[src/rtl/frp_pkg.sv]
package frp_pkg;

    localparam int WORD_W     = 16;
    localparam int OFS_W      = 2;
    localparam int PAGE_WORDS = 1 << OFS_W;
    localparam int CFG_W      = 16;
    localparam int LAT_W      = 3;
    localparam int MODE_BIT   = 15;
    localparam int LAT_LSB    = 11;
    localparam int LAT_MIN    = 2;
    localparam logic [LAT_W-1:0] LAT_RESET = 3'd7;
    localparam logic [CFG_W-1:0] CFG_USED =
        (CFG_W'(1) << MODE_BIT) | (CFG_W'((1 << LAT_W) - 1) << LAT_LSB);

    typedef logic [WORD_W-1:0] word_t;
    typedef word_t [PAGE_WORDS-1:0] page_t;

    typedef enum logic [1:0] {
        RS_ARRAY  = 2'd0,
        RS_IDENT  = 2'd1,
        RS_STATUS = 2'd2,
        RS_QUERY  = 2'd3
    } rd_state_e;

    typedef struct packed {
        logic             async_mode;
        logic [LAT_W-1:0] lat;
    } rd_cfg_t;

    // Latency codes below the minimum act as the minimum.
    function automatic logic [LAT_W-1:0] lat_clamp(input logic [LAT_W-1:0] code);
        return (code < LAT_W'(LAT_MIN)) ? LAT_W'(LAT_MIN) : code;
    endfunction

endpackage

[src/rtl/frp_cfg_regs.sv]
module frp_cfg_regs import frp_pkg::*; (
    input  logic             clk,
    input  logic             rst,
    input  logic             cfg_we,
    input  logic [CFG_W-1:0] cfg_wdata,
    input  logic             rs_we,
    input  logic [1:0]       rs_wdata,
    output rd_cfg_t          cfg,
    output rd_state_e        rs
);
    logic             async_q;
    logic [LAT_W-1:0] lat_q;
    rd_state_e        rs_q;
    logic             cfg_unused;

    always_ff @(posedge clk) begin
        if (rst) begin
            async_q <= 1'b1;
            lat_q   <= LAT_RESET;
            rs_q    <= RS_ARRAY;
        end else begin
            if (cfg_we) begin
                async_q <= cfg_wdata[MODE_BIT];
                lat_q   <= cfg_wdata[LAT_LSB +: LAT_W];
            end
            if (rs_we) begin
                rs_q <= rd_state_e'(rs_wdata);
            end
        end
    end

    assign cfg.async_mode = async_q;
    assign cfg.lat        = lat_clamp(lat_q);
    assign rs             = rs_q;
    assign cfg_unused     = ^(cfg_wdata & ~CFG_USED);

endmodule

[src/rtl/frp_addr_path.sv]
module frp_addr_path import frp_pkg::*; #(
    parameter int ADDR_W = 23
) (
    input  logic              clk,
    input  logic              rst,
    input  logic              ce_n,
    input  logic              adv_n,
    input  logic [ADDR_W-1:0] addr,
    input  logic              async_mode,
    output logic [ADDR_W-1:0] eff_addr,
    output logic              burst_start
);
    logic [ADDR_W-1:0] hold_addr;
    logic              adv_q;
    logic              ce_q;

    always_ff @(posedge clk) begin
        if (rst) begin
            hold_addr <= '0;
            adv_q     <= 1'b1;
            ce_q      <= 1'b1;
        end else begin
            adv_q <= adv_n;
            ce_q  <= ce_n;
            if (!adv_n) begin
                hold_addr <= addr;
            end
        end
    end

    // Transparent while the strobe is low, held once it goes high.
    assign eff_addr = adv_n ? hold_addr : addr;

    // A burst begins only on the first edge of a new strobe or enable.
    assign burst_start = !async_mode && !ce_n && !adv_n && (adv_q || ce_q);

endmodule

[src/rtl/frp_page_buf.sv]
module frp_page_buf import frp_pkg::*; #(
    parameter int ADDR_W = 23
) (
    input  logic                    clk,
    input  logic                    rst,
    input  logic                    req,
    input  logic [ADDR_W-OFS_W-1:0] req_page,
    input  rd_state_e               req_space,
    output logic                    arr_rd_en,
    output logic [ADDR_W-OFS_W-1:0] arr_page,
    output rd_state_e               arr_space,
    input  page_t                   arr_words,
    output page_t                   buf_words,
    output logic [ADDR_W-OFS_W-1:0] buf_page,
    output rd_state_e               buf_space,
    output logic                    buf_valid,
    output logic                    busy
);
    localparam int PAGE_W = ADDR_W - OFS_W;

    logic              cap_q;
    logic [PAGE_W-1:0] cap_page;
    rd_state_e         cap_space;

    always_ff @(posedge clk) begin
        if (rst) begin
            arr_rd_en <= 1'b0;
            arr_page  <= '0;
            arr_space <= RS_ARRAY;
            cap_q     <= 1'b0;
            cap_page  <= '0;
            cap_space <= RS_ARRAY;
            buf_words <= '0;
            buf_page  <= '0;
            buf_space <= RS_ARRAY;
            buf_valid <= 1'b0;
        end else begin
            arr_rd_en <= req;
            if (req) begin
                arr_page  <= req_page;
                arr_space <= req_space;
            end
            // The array answers one cycle after the request.
            cap_q     <= arr_rd_en;
            cap_page  <= arr_page;
            cap_space <= arr_space;
            if (cap_q) begin
                buf_words <= arr_words;
                buf_page  <= cap_page;
                buf_space <= cap_space;
                buf_valid <= 1'b1;
            end
        end
    end

    assign busy = arr_rd_en | cap_q;

endmodule

[src/rtl/frp_burst_seq.sv]
module frp_burst_seq import frp_pkg::*; (
    input  logic             clk,
    input  logic             rst,
    input  logic             start,
    input  logic             abort,
    input  logic [LAT_W-1:0] lat,
    input  logic [OFS_W-1:0] start_ofs,
    output logic             active,
    output logic             dvalid,
    output logic [OFS_W-1:0] ofs
);
    logic [LAT_W-1:0] cnt;

    always_ff @(posedge clk) begin
        if (rst || abort) begin
            active <= 1'b0;
            dvalid <= 1'b0;
            cnt    <= '0;
            ofs    <= '0;
        end else if (start) begin
            active <= 1'b1;
            dvalid <= 1'b0;
            cnt    <= lat - LAT_W'(1);
            ofs    <= start_ofs;
        end else if (active && !dvalid) begin
            if (cnt == '0) begin
                dvalid <= 1'b1;
            end else begin
                cnt <= cnt - LAT_W'(1);
            end
        end else if (dvalid) begin
            // Linear order, wrapping inside the aligned group.
            ofs <= ofs + OFS_W'(1);
        end
    end

endmodule

[src/rtl/flash_rd_path.sv]
module flash_rd_path import frp_pkg::*; #(
    parameter int ADDR_W = 23
) (
    input  logic                         clk,
    input  logic                         rst,
    input  logic                         ce_n,
    input  logic                         oe_n,
    input  logic                         adv_n,
    input  logic [ADDR_W-1:0]            addr,
    output logic [WORD_W-1:0]            dq_out,
    output logic                         dq_oe,
    output logic                         wait_o,
    input  logic                         cfg_we,
    input  logic [CFG_W-1:0]             cfg_wdata,
    input  logic                         rs_we,
    input  logic [1:0]                   rs_wdata,
    input  logic [WORD_W-1:0]            status_word,
    output logic                         arr_rd_en,
    output logic [ADDR_W-OFS_W-1:0]      arr_page,
    output logic [1:0]                   arr_space,
    input  logic [PAGE_WORDS*WORD_W-1:0] arr_rdata
);
    localparam int PAGE_W = ADDR_W - OFS_W;

    rd_cfg_t           cfg;
    rd_state_e         rs;
    logic              async_mode;
    logic [ADDR_W-1:0] eff_addr;
    logic              burst_start;
    page_t             arr_words;
    page_t             buf_words;
    logic [PAGE_W-1:0] buf_page;
    rd_state_e         buf_space;
    rd_state_e         fetch_space;
    logic              buf_valid;
    logic              busy;
    logic              async_hit;
    logic              async_req;
    logic              fetch_req;
    logic              bst_active;
    logic              bst_valid;
    logic [OFS_W-1:0]  bst_ofs;
    word_t             async_word;
    word_t             burst_word;

    frp_cfg_regs u_cfg (
        .clk       (clk),
        .rst       (rst),
        .cfg_we    (cfg_we),
        .cfg_wdata (cfg_wdata),
        .rs_we     (rs_we),
        .rs_wdata  (rs_wdata),
        .cfg       (cfg),
        .rs        (rs)
    );

    assign async_mode = cfg.async_mode;

    frp_addr_path #(.ADDR_W(ADDR_W)) u_addr (
        .clk         (clk),
        .rst         (rst),
        .ce_n        (ce_n),
        .adv_n       (adv_n),
        .addr        (addr),
        .async_mode  (async_mode),
        .eff_addr    (eff_addr),
        .burst_start (burst_start)
    );

    for (genvar gi = 0; gi < PAGE_WORDS; gi++) begin : g_unpack
        assign arr_words[gi] = arr_rdata[gi*WORD_W +: WORD_W];
    end

    // Async fetch on a miss; a burst start always fetches its page.
    assign async_hit = buf_valid && (buf_page == eff_addr[ADDR_W-1:OFS_W]) && (buf_space == rs);
    assign async_req = async_mode && !ce_n && (rs != RS_STATUS) && !async_hit && !busy;
    assign fetch_req = async_req || burst_start;

    frp_page_buf #(.ADDR_W(ADDR_W)) u_buf (
        .clk       (clk),
        .rst       (rst),
        .req       (fetch_req),
        .req_page  (eff_addr[ADDR_W-1:OFS_W]),
        .req_space (rs),
        .arr_rd_en (arr_rd_en),
        .arr_page  (arr_page),
        .arr_space (fetch_space),
        .arr_words (arr_words),
        .buf_words (buf_words),
        .buf_page  (buf_page),
        .buf_space (buf_space),
        .buf_valid (buf_valid),
        .busy      (busy)
    );

    assign arr_space = fetch_space;

    frp_burst_seq u_seq (
        .clk       (clk),
        .rst       (rst),
        .start     (burst_start),
        .abort     (async_mode || ce_n),
        .lat       (cfg.lat),
        .start_ofs (eff_addr[OFS_W-1:0]),
        .active    (bst_active),
        .dvalid    (bst_valid),
        .ofs       (bst_ofs)
    );

    always_comb begin
        if (rs == RS_STATUS) begin
            async_word = status_word;
        end else if (async_hit) begin
            async_word = buf_words[eff_addr[OFS_W-1:0]];
        end else begin
            async_word = '0;
        end
    end

    always_comb begin
        if (!bst_valid) begin
            burst_word = '0;
        end else if (rs == RS_STATUS) begin
            burst_word = status_word;
        end else begin
            burst_word = buf_words[bst_ofs];
        end
    end

    assign dq_out = async_mode ? async_word : burst_word;
    assign wait_o = !async_mode && bst_active && !bst_valid;
    assign dq_oe  = !ce_n && !oe_n;

endmodule

[config.mk]
export PLATFORM = sky130hd
export DESIGN_NAME = flash_rd_path
export DESIGN_NICKNAME = d
export VERILOG_FILES = /design/src/rtl/frp_pkg.sv /design/src/rtl/frp_cfg_regs.sv /design/src/rtl/frp_addr_path.sv /design/src/rtl/frp_page_buf.sv /design/src/rtl/frp_burst_seq.sv /design/src/rtl/flash_rd_path.sv
export SDC_FILE = /design/constraint.sdc
export NUM_CORES = 1
export LEC_CHECK = 0
export CAP_MARGIN = 0
export CORE_ASPECT_RATIO = 2
export CORE_UTILIZATION = 50
export DETAILED_ROUTE_END_ITERATION = 7
export PLACE_DENSITY = 0.8
export SYNTH_ARGS = -nofsm -noshare
export SYNTH_HDL_FRONTEND = slang
export SYNTH_SLANG_ARGS = --single-unit
[constraint.sdc]
create_clock -name clk -period 3.4 [get_ports clk]
set_clock_uncertainty 0.15 [all_clocks]
set_input_delay 0.51 -clock clk [delete_from_list [all_inputs] [get_ports clk]]
set_output_delay 0.51 -clock clk [all_outputs]
set_load 0.02 [all_outputs]
==> results of run 1 <==
## what timing repair did
item                                    CTS  global route
endpoints found under the setup margin   16            16
buffers inserted                          0             2
resized for setup                        49            22
cloned                                    0             0
pin swaps                                 1             4
## cell type report
cell class              instances  share of cell area, %
multi-input cells             428                  37.64
flip-flops and latches        174                  35.06
repair buffers                202                  19.35
clock buffers                  20                  4.491
well taps                     192                  2.415
clock inverters                12                  1.044
## cell usage after synthesis (all sizes together), types with 2 or more instances
| master | n | area (um^2) |
|---|---|---|
| nand2b | 2 | 12.51 |
| xnor2 | 25 | 219.0 |
| nor2b | 30 | 187.7 |
| a21oi | 4 | 20.02 |
| or2 | 2 | 12.51 |
| dfxtp | 174 | 3483 |
| a211oi | 3 | 22.52 |
| clkbuf | 22 | 83.83 |
| buf | 21 | 152.7 |
| mux4 | 32 | 720.7 |
| nor2 | 128 | 480.5 |
| a22o | 16 | 140.1 |
| nor4 | 6 | 62.56 |
| nor3 | 2 | 10.01 |
| nand3 | 2 | 15.01 |
| mux2 | 23 | 330.3 |
| a21o | 16 | 120.1 |
| mux2i | 113 | 1150 |
| a211o | 4 | 35.03 |
| nand2 | 5 | 18.77 |
| o21ai | 5 | 36.29 |
## power breakdown
part	leakage [nW]	switching [mW]	internal, mW	total, mW
sequential	1.42	0.0522	2.12	2.17
clock	0.271	0.825	0.978	1.80
combinational	2.19	0.262	0.366	0.628
## routing by layer
layer  part of all wire (%)  routed length (um)  global-route usage (%)
met1                     36                6511                   23.68
met2                     58               10520                   47.35
met3                    4.1                 751                   4.653
met4                    2.2                 408                   9.946
met5                      0                   0                       0
## sequential cells by signal, indices dropped and copies added, names as in the netlist, 2 cells and up
name / cells
u_cfg.rs: 2
u_buf.arr_space: 2
u_cfg.lat_q: 3
u_seq.ofs: 2
u_buf.cap_page: 21
u_buf.buf_page: 21
u_buf.buf_space: 2
u_buf.cap_space: 2
u_addr.hold_addr: 23
u_buf.arr_page: 21
u_seq.cnt: 3
u_buf.buf_words: 64
## cell families after synthesis
logic type / after synthesis
compound gates: 50
xor+xnor: 25
fa+ha+maj: 1
buf+inv: 43
flops: 174
mux: 168
simple gates: 184
## cell usage in the layout (no fill, tap or decap), types with 5 or more instances in the layout
| cell type | netlist | routed |
|---|---|---|
| nor2b_1 | 30 | 30 |
| clkdlybuf4s50_1 | 0 | 139 |
| nor2_1 | 128 | 128 |
| a22o_1 | 16 | 16 |
| a21o_1 | 16 | 16 |
| nor4_2 | 4 | 5 |
| clkbuf_16 | 0 | 17 |
| dfxtp_1 | 174 | 173 |
| mux2i_2 | 5 | 9 |
| mux2i_1 | 108 | 102 |
| buf_4 | 0 | 39 |
| xnor2_1 | 25 | 24 |
| mux4_2 | 32 | 32 |
| buf_2 | 2 | 14 |
| buf_12 | 3 | 8 |
| nand2_1 | 5 | 5 |
| mux2_4 | 19 | 19 |
## worst register-to-register path: stages (launching register included)
cell and delay, ns:
dfxtp_1 0.30, mux2i_1 0.21, xnor2_1 0.14, nor4_2 0.35, buf_4 0.16, nand4_1 0.13
o21ai_4 0.19, buf_12 0.23, mux2_2 0.38
## how the worst min path moves through the flow
| stage | startpoint | endpoint | slack, ns | depth (start not counted) |
|---|---|---|---|---|
| 5_1_grt | u_buf.cap_page[20]$_SDFF_PP0_ | u_buf.buf_page[20]$_SDFFE_PP0P_ | 0.34 | 2 |
| 3_3_place_gp | u_buf.cap_page[13]$_SDFF_PP0_ | u_buf.buf_page[13]$_SDFFE_PP0P_ | 0.30 | 2 |
| 4_1_cts | u_buf.cap_page[3]$_SDFF_PP0_ | u_buf.buf_page[3]$_SDFFE_PP0P_ | 0.32 | 2 |
| 2_1_floorplan | u_buf.buf_valid$_SDFFE_PP0P_ | u_buf.buf_valid$_SDFFE_PP0P_ | 0.28 | 2 |
| 3_5_place_dp | u_buf.cap_page[6]$_SDFF_PP0_ | u_buf.buf_page[6]$_SDFFE_PP0P_ | 0.31 | 2 |
| 6_report | u_buf.cap_page[3]$_SDFF_PP0_ | u_buf.buf_page[3]$_SDFFE_PP0P_ | 0.32 | 2 |
## stage by stage
stage	instance area (um^2)	util, %
after global routing	9946	68.93
after floorplan	7410	-
after global placement	9417	65.26
final	9946	68.93
after CTS	9997	69.29
after detailed placement	9417	65.26
==> impl_metrics.ini, run 1 <==
[yosys]
synth_ff_type = dfxtp_1
syn_area_um2 = 7410
synth_compound_area_share_pct = 5.285
postSynth.asyncResetShare_pct = 0
ys_seq_area_share_pct = 47.01
netlist_instances = 645
muxShareOfSynthArea_pct = 29.70
ys_types = 40
synthAdderAreaFrac_pct = 0.1689
synth_edf_count = 0
synth_xor_area_share_pct = 2.955
synth_area_per_cell_um2 = 11.49
synth_fp_nets = 774
synth_top_family_by_area = multiplexers
synth_warnings = 0
ys_ff_latch = 174
synthSimpleGateAreaFrac_pct = 11.69

[setup_path]
critPathArrivalTime_ns = 2.56
cp_num_buf_inv = 3
reg2reg_from = u_addr.hold_addr[14]$_SDFF_PP0_
end_kind = primary output
crit_family = buffers and inverters
ff2ff_setup_slack_ns = 1.05
start_kind = input pin
cp_slowest_cell = clkdlybuf4s50_1
cp.required_ns = 2.74
path_max_fanout = 16
cp-endpoint = dq_out[1]
worstPathCellList = clkdlybuf4s50_1 > mux2i_2 > xnor2_1 > nor4_2 > nand3_2 > nor4b_4 > buf_12 > a21o_1 > buf_2
r2r-end = u_buf.arr_page[20]$_SDFFE_PP0P_
critical_path_class = in2out
reg2reg_depth = 8
cp-startpoint = addr[19]
max_stage_delay_ns = 0.43
cp_num_cells = 9

[run_status]
outcome = finished, final reports clean

[placed_design]
placed_cells = 994
io_buffers = 157
place_ws_ns = -0.4267
gp_congestion = 0.8132
dpl.hpwl_um = 13250

[clock_network]
cts-buffers-inserted = 17
clk_path_buf_depth = 2
clock_latency_ns = 0.41
cts.hold.buffers_added = 0
htree_levels = 4
cts_root_buffer = clkbuf_16
cts_tree = done
path_clk_slew_ns = 0.06
clock-sinks = 174

[global_routing]
grt_util_all_layers_pct = 24.27
grt_pass1_vias = 5894
overflow = 0
antenna_found_initial = 0
grt_pass1_wl_um = 28320
grt_max_degree = 92

[cells_and_area]
register_area_um2 = 3487
area_delta_synth_final_pct = 34.23
antenna_cells = 0
nNetsFinal = 952
multi_input_area_um2 = 3744
fin_cells = 1028
n_fill_cell = 1108
final_layout_size_suffix_gt1_share_pct = 20.45

[die]
fp.dieW_um = 88.08
coreArea_um2 = 14430
die_area_um2 = 15340
io-pin-count = 170
die_h_um = 174.2
start_util_pct = 51.35
fp-row-count = 62

[routing]
post_drt_wl_per_cell_um = 17.69
drtPass1Iterations = 5
route.vias.total = 5411
vias_per_cell = 5.264
route.detailed.drc = 0
postRouteWirelength_um = 18190
drtIter0Drc = 216
antenna_left = 0

[power_and_ir_drop]
p_leak_nw = 3.881
ir_worst_vdd_mv = 0.4103
finalPower_mw = 4.599
powerDensity_nw_per_um2 = 462.4

[sta]
worst_hold_slack_ns = 0.3172
setup_viol = 0
setup_ws_ns = 0.1847
slew_violations = 0
hold_viol_final = 0
tightest_slew_ns = 0.9257
max_freq_mhz = 311.0
post-route-period-util_pct = 94.57
rsz0062_at_grt = no
fin_tns_setup_ns = 0
maxSlewHeadroom_pct = 38.29
fin_crit_ns = 3.215

[worst_hold_path]
hp-class = reg2reg

[job]
max_cap_violations = 0
Power figures use the tool's default switching activity.
==> inputs of run 2 (changes only) <==
--- a/config.mk
+++ b/config.mk
@@ -5,11 +5,12 @@
 export SDC_FILE = /design/constraint.sdc
 export NUM_CORES = 1
 export LEC_CHECK = 0
-export CAP_MARGIN = 0
+export CAP_MARGIN = 20
 export CORE_ASPECT_RATIO = 2
 export CORE_UTILIZATION = 50
 export DETAILED_ROUTE_END_ITERATION = 7
 export PLACE_DENSITY = 0.8
+export SLEW_MARGIN = 20
 export SYNTH_ARGS = -nofsm -noshare
 export SYNTH_HDL_FRONTEND = slang
 export SYNTH_SLANG_ARGS = --single-unit
==> results of run 2 <==
Same layout as run 1: the final DEF is identical, and so are final timing and power.
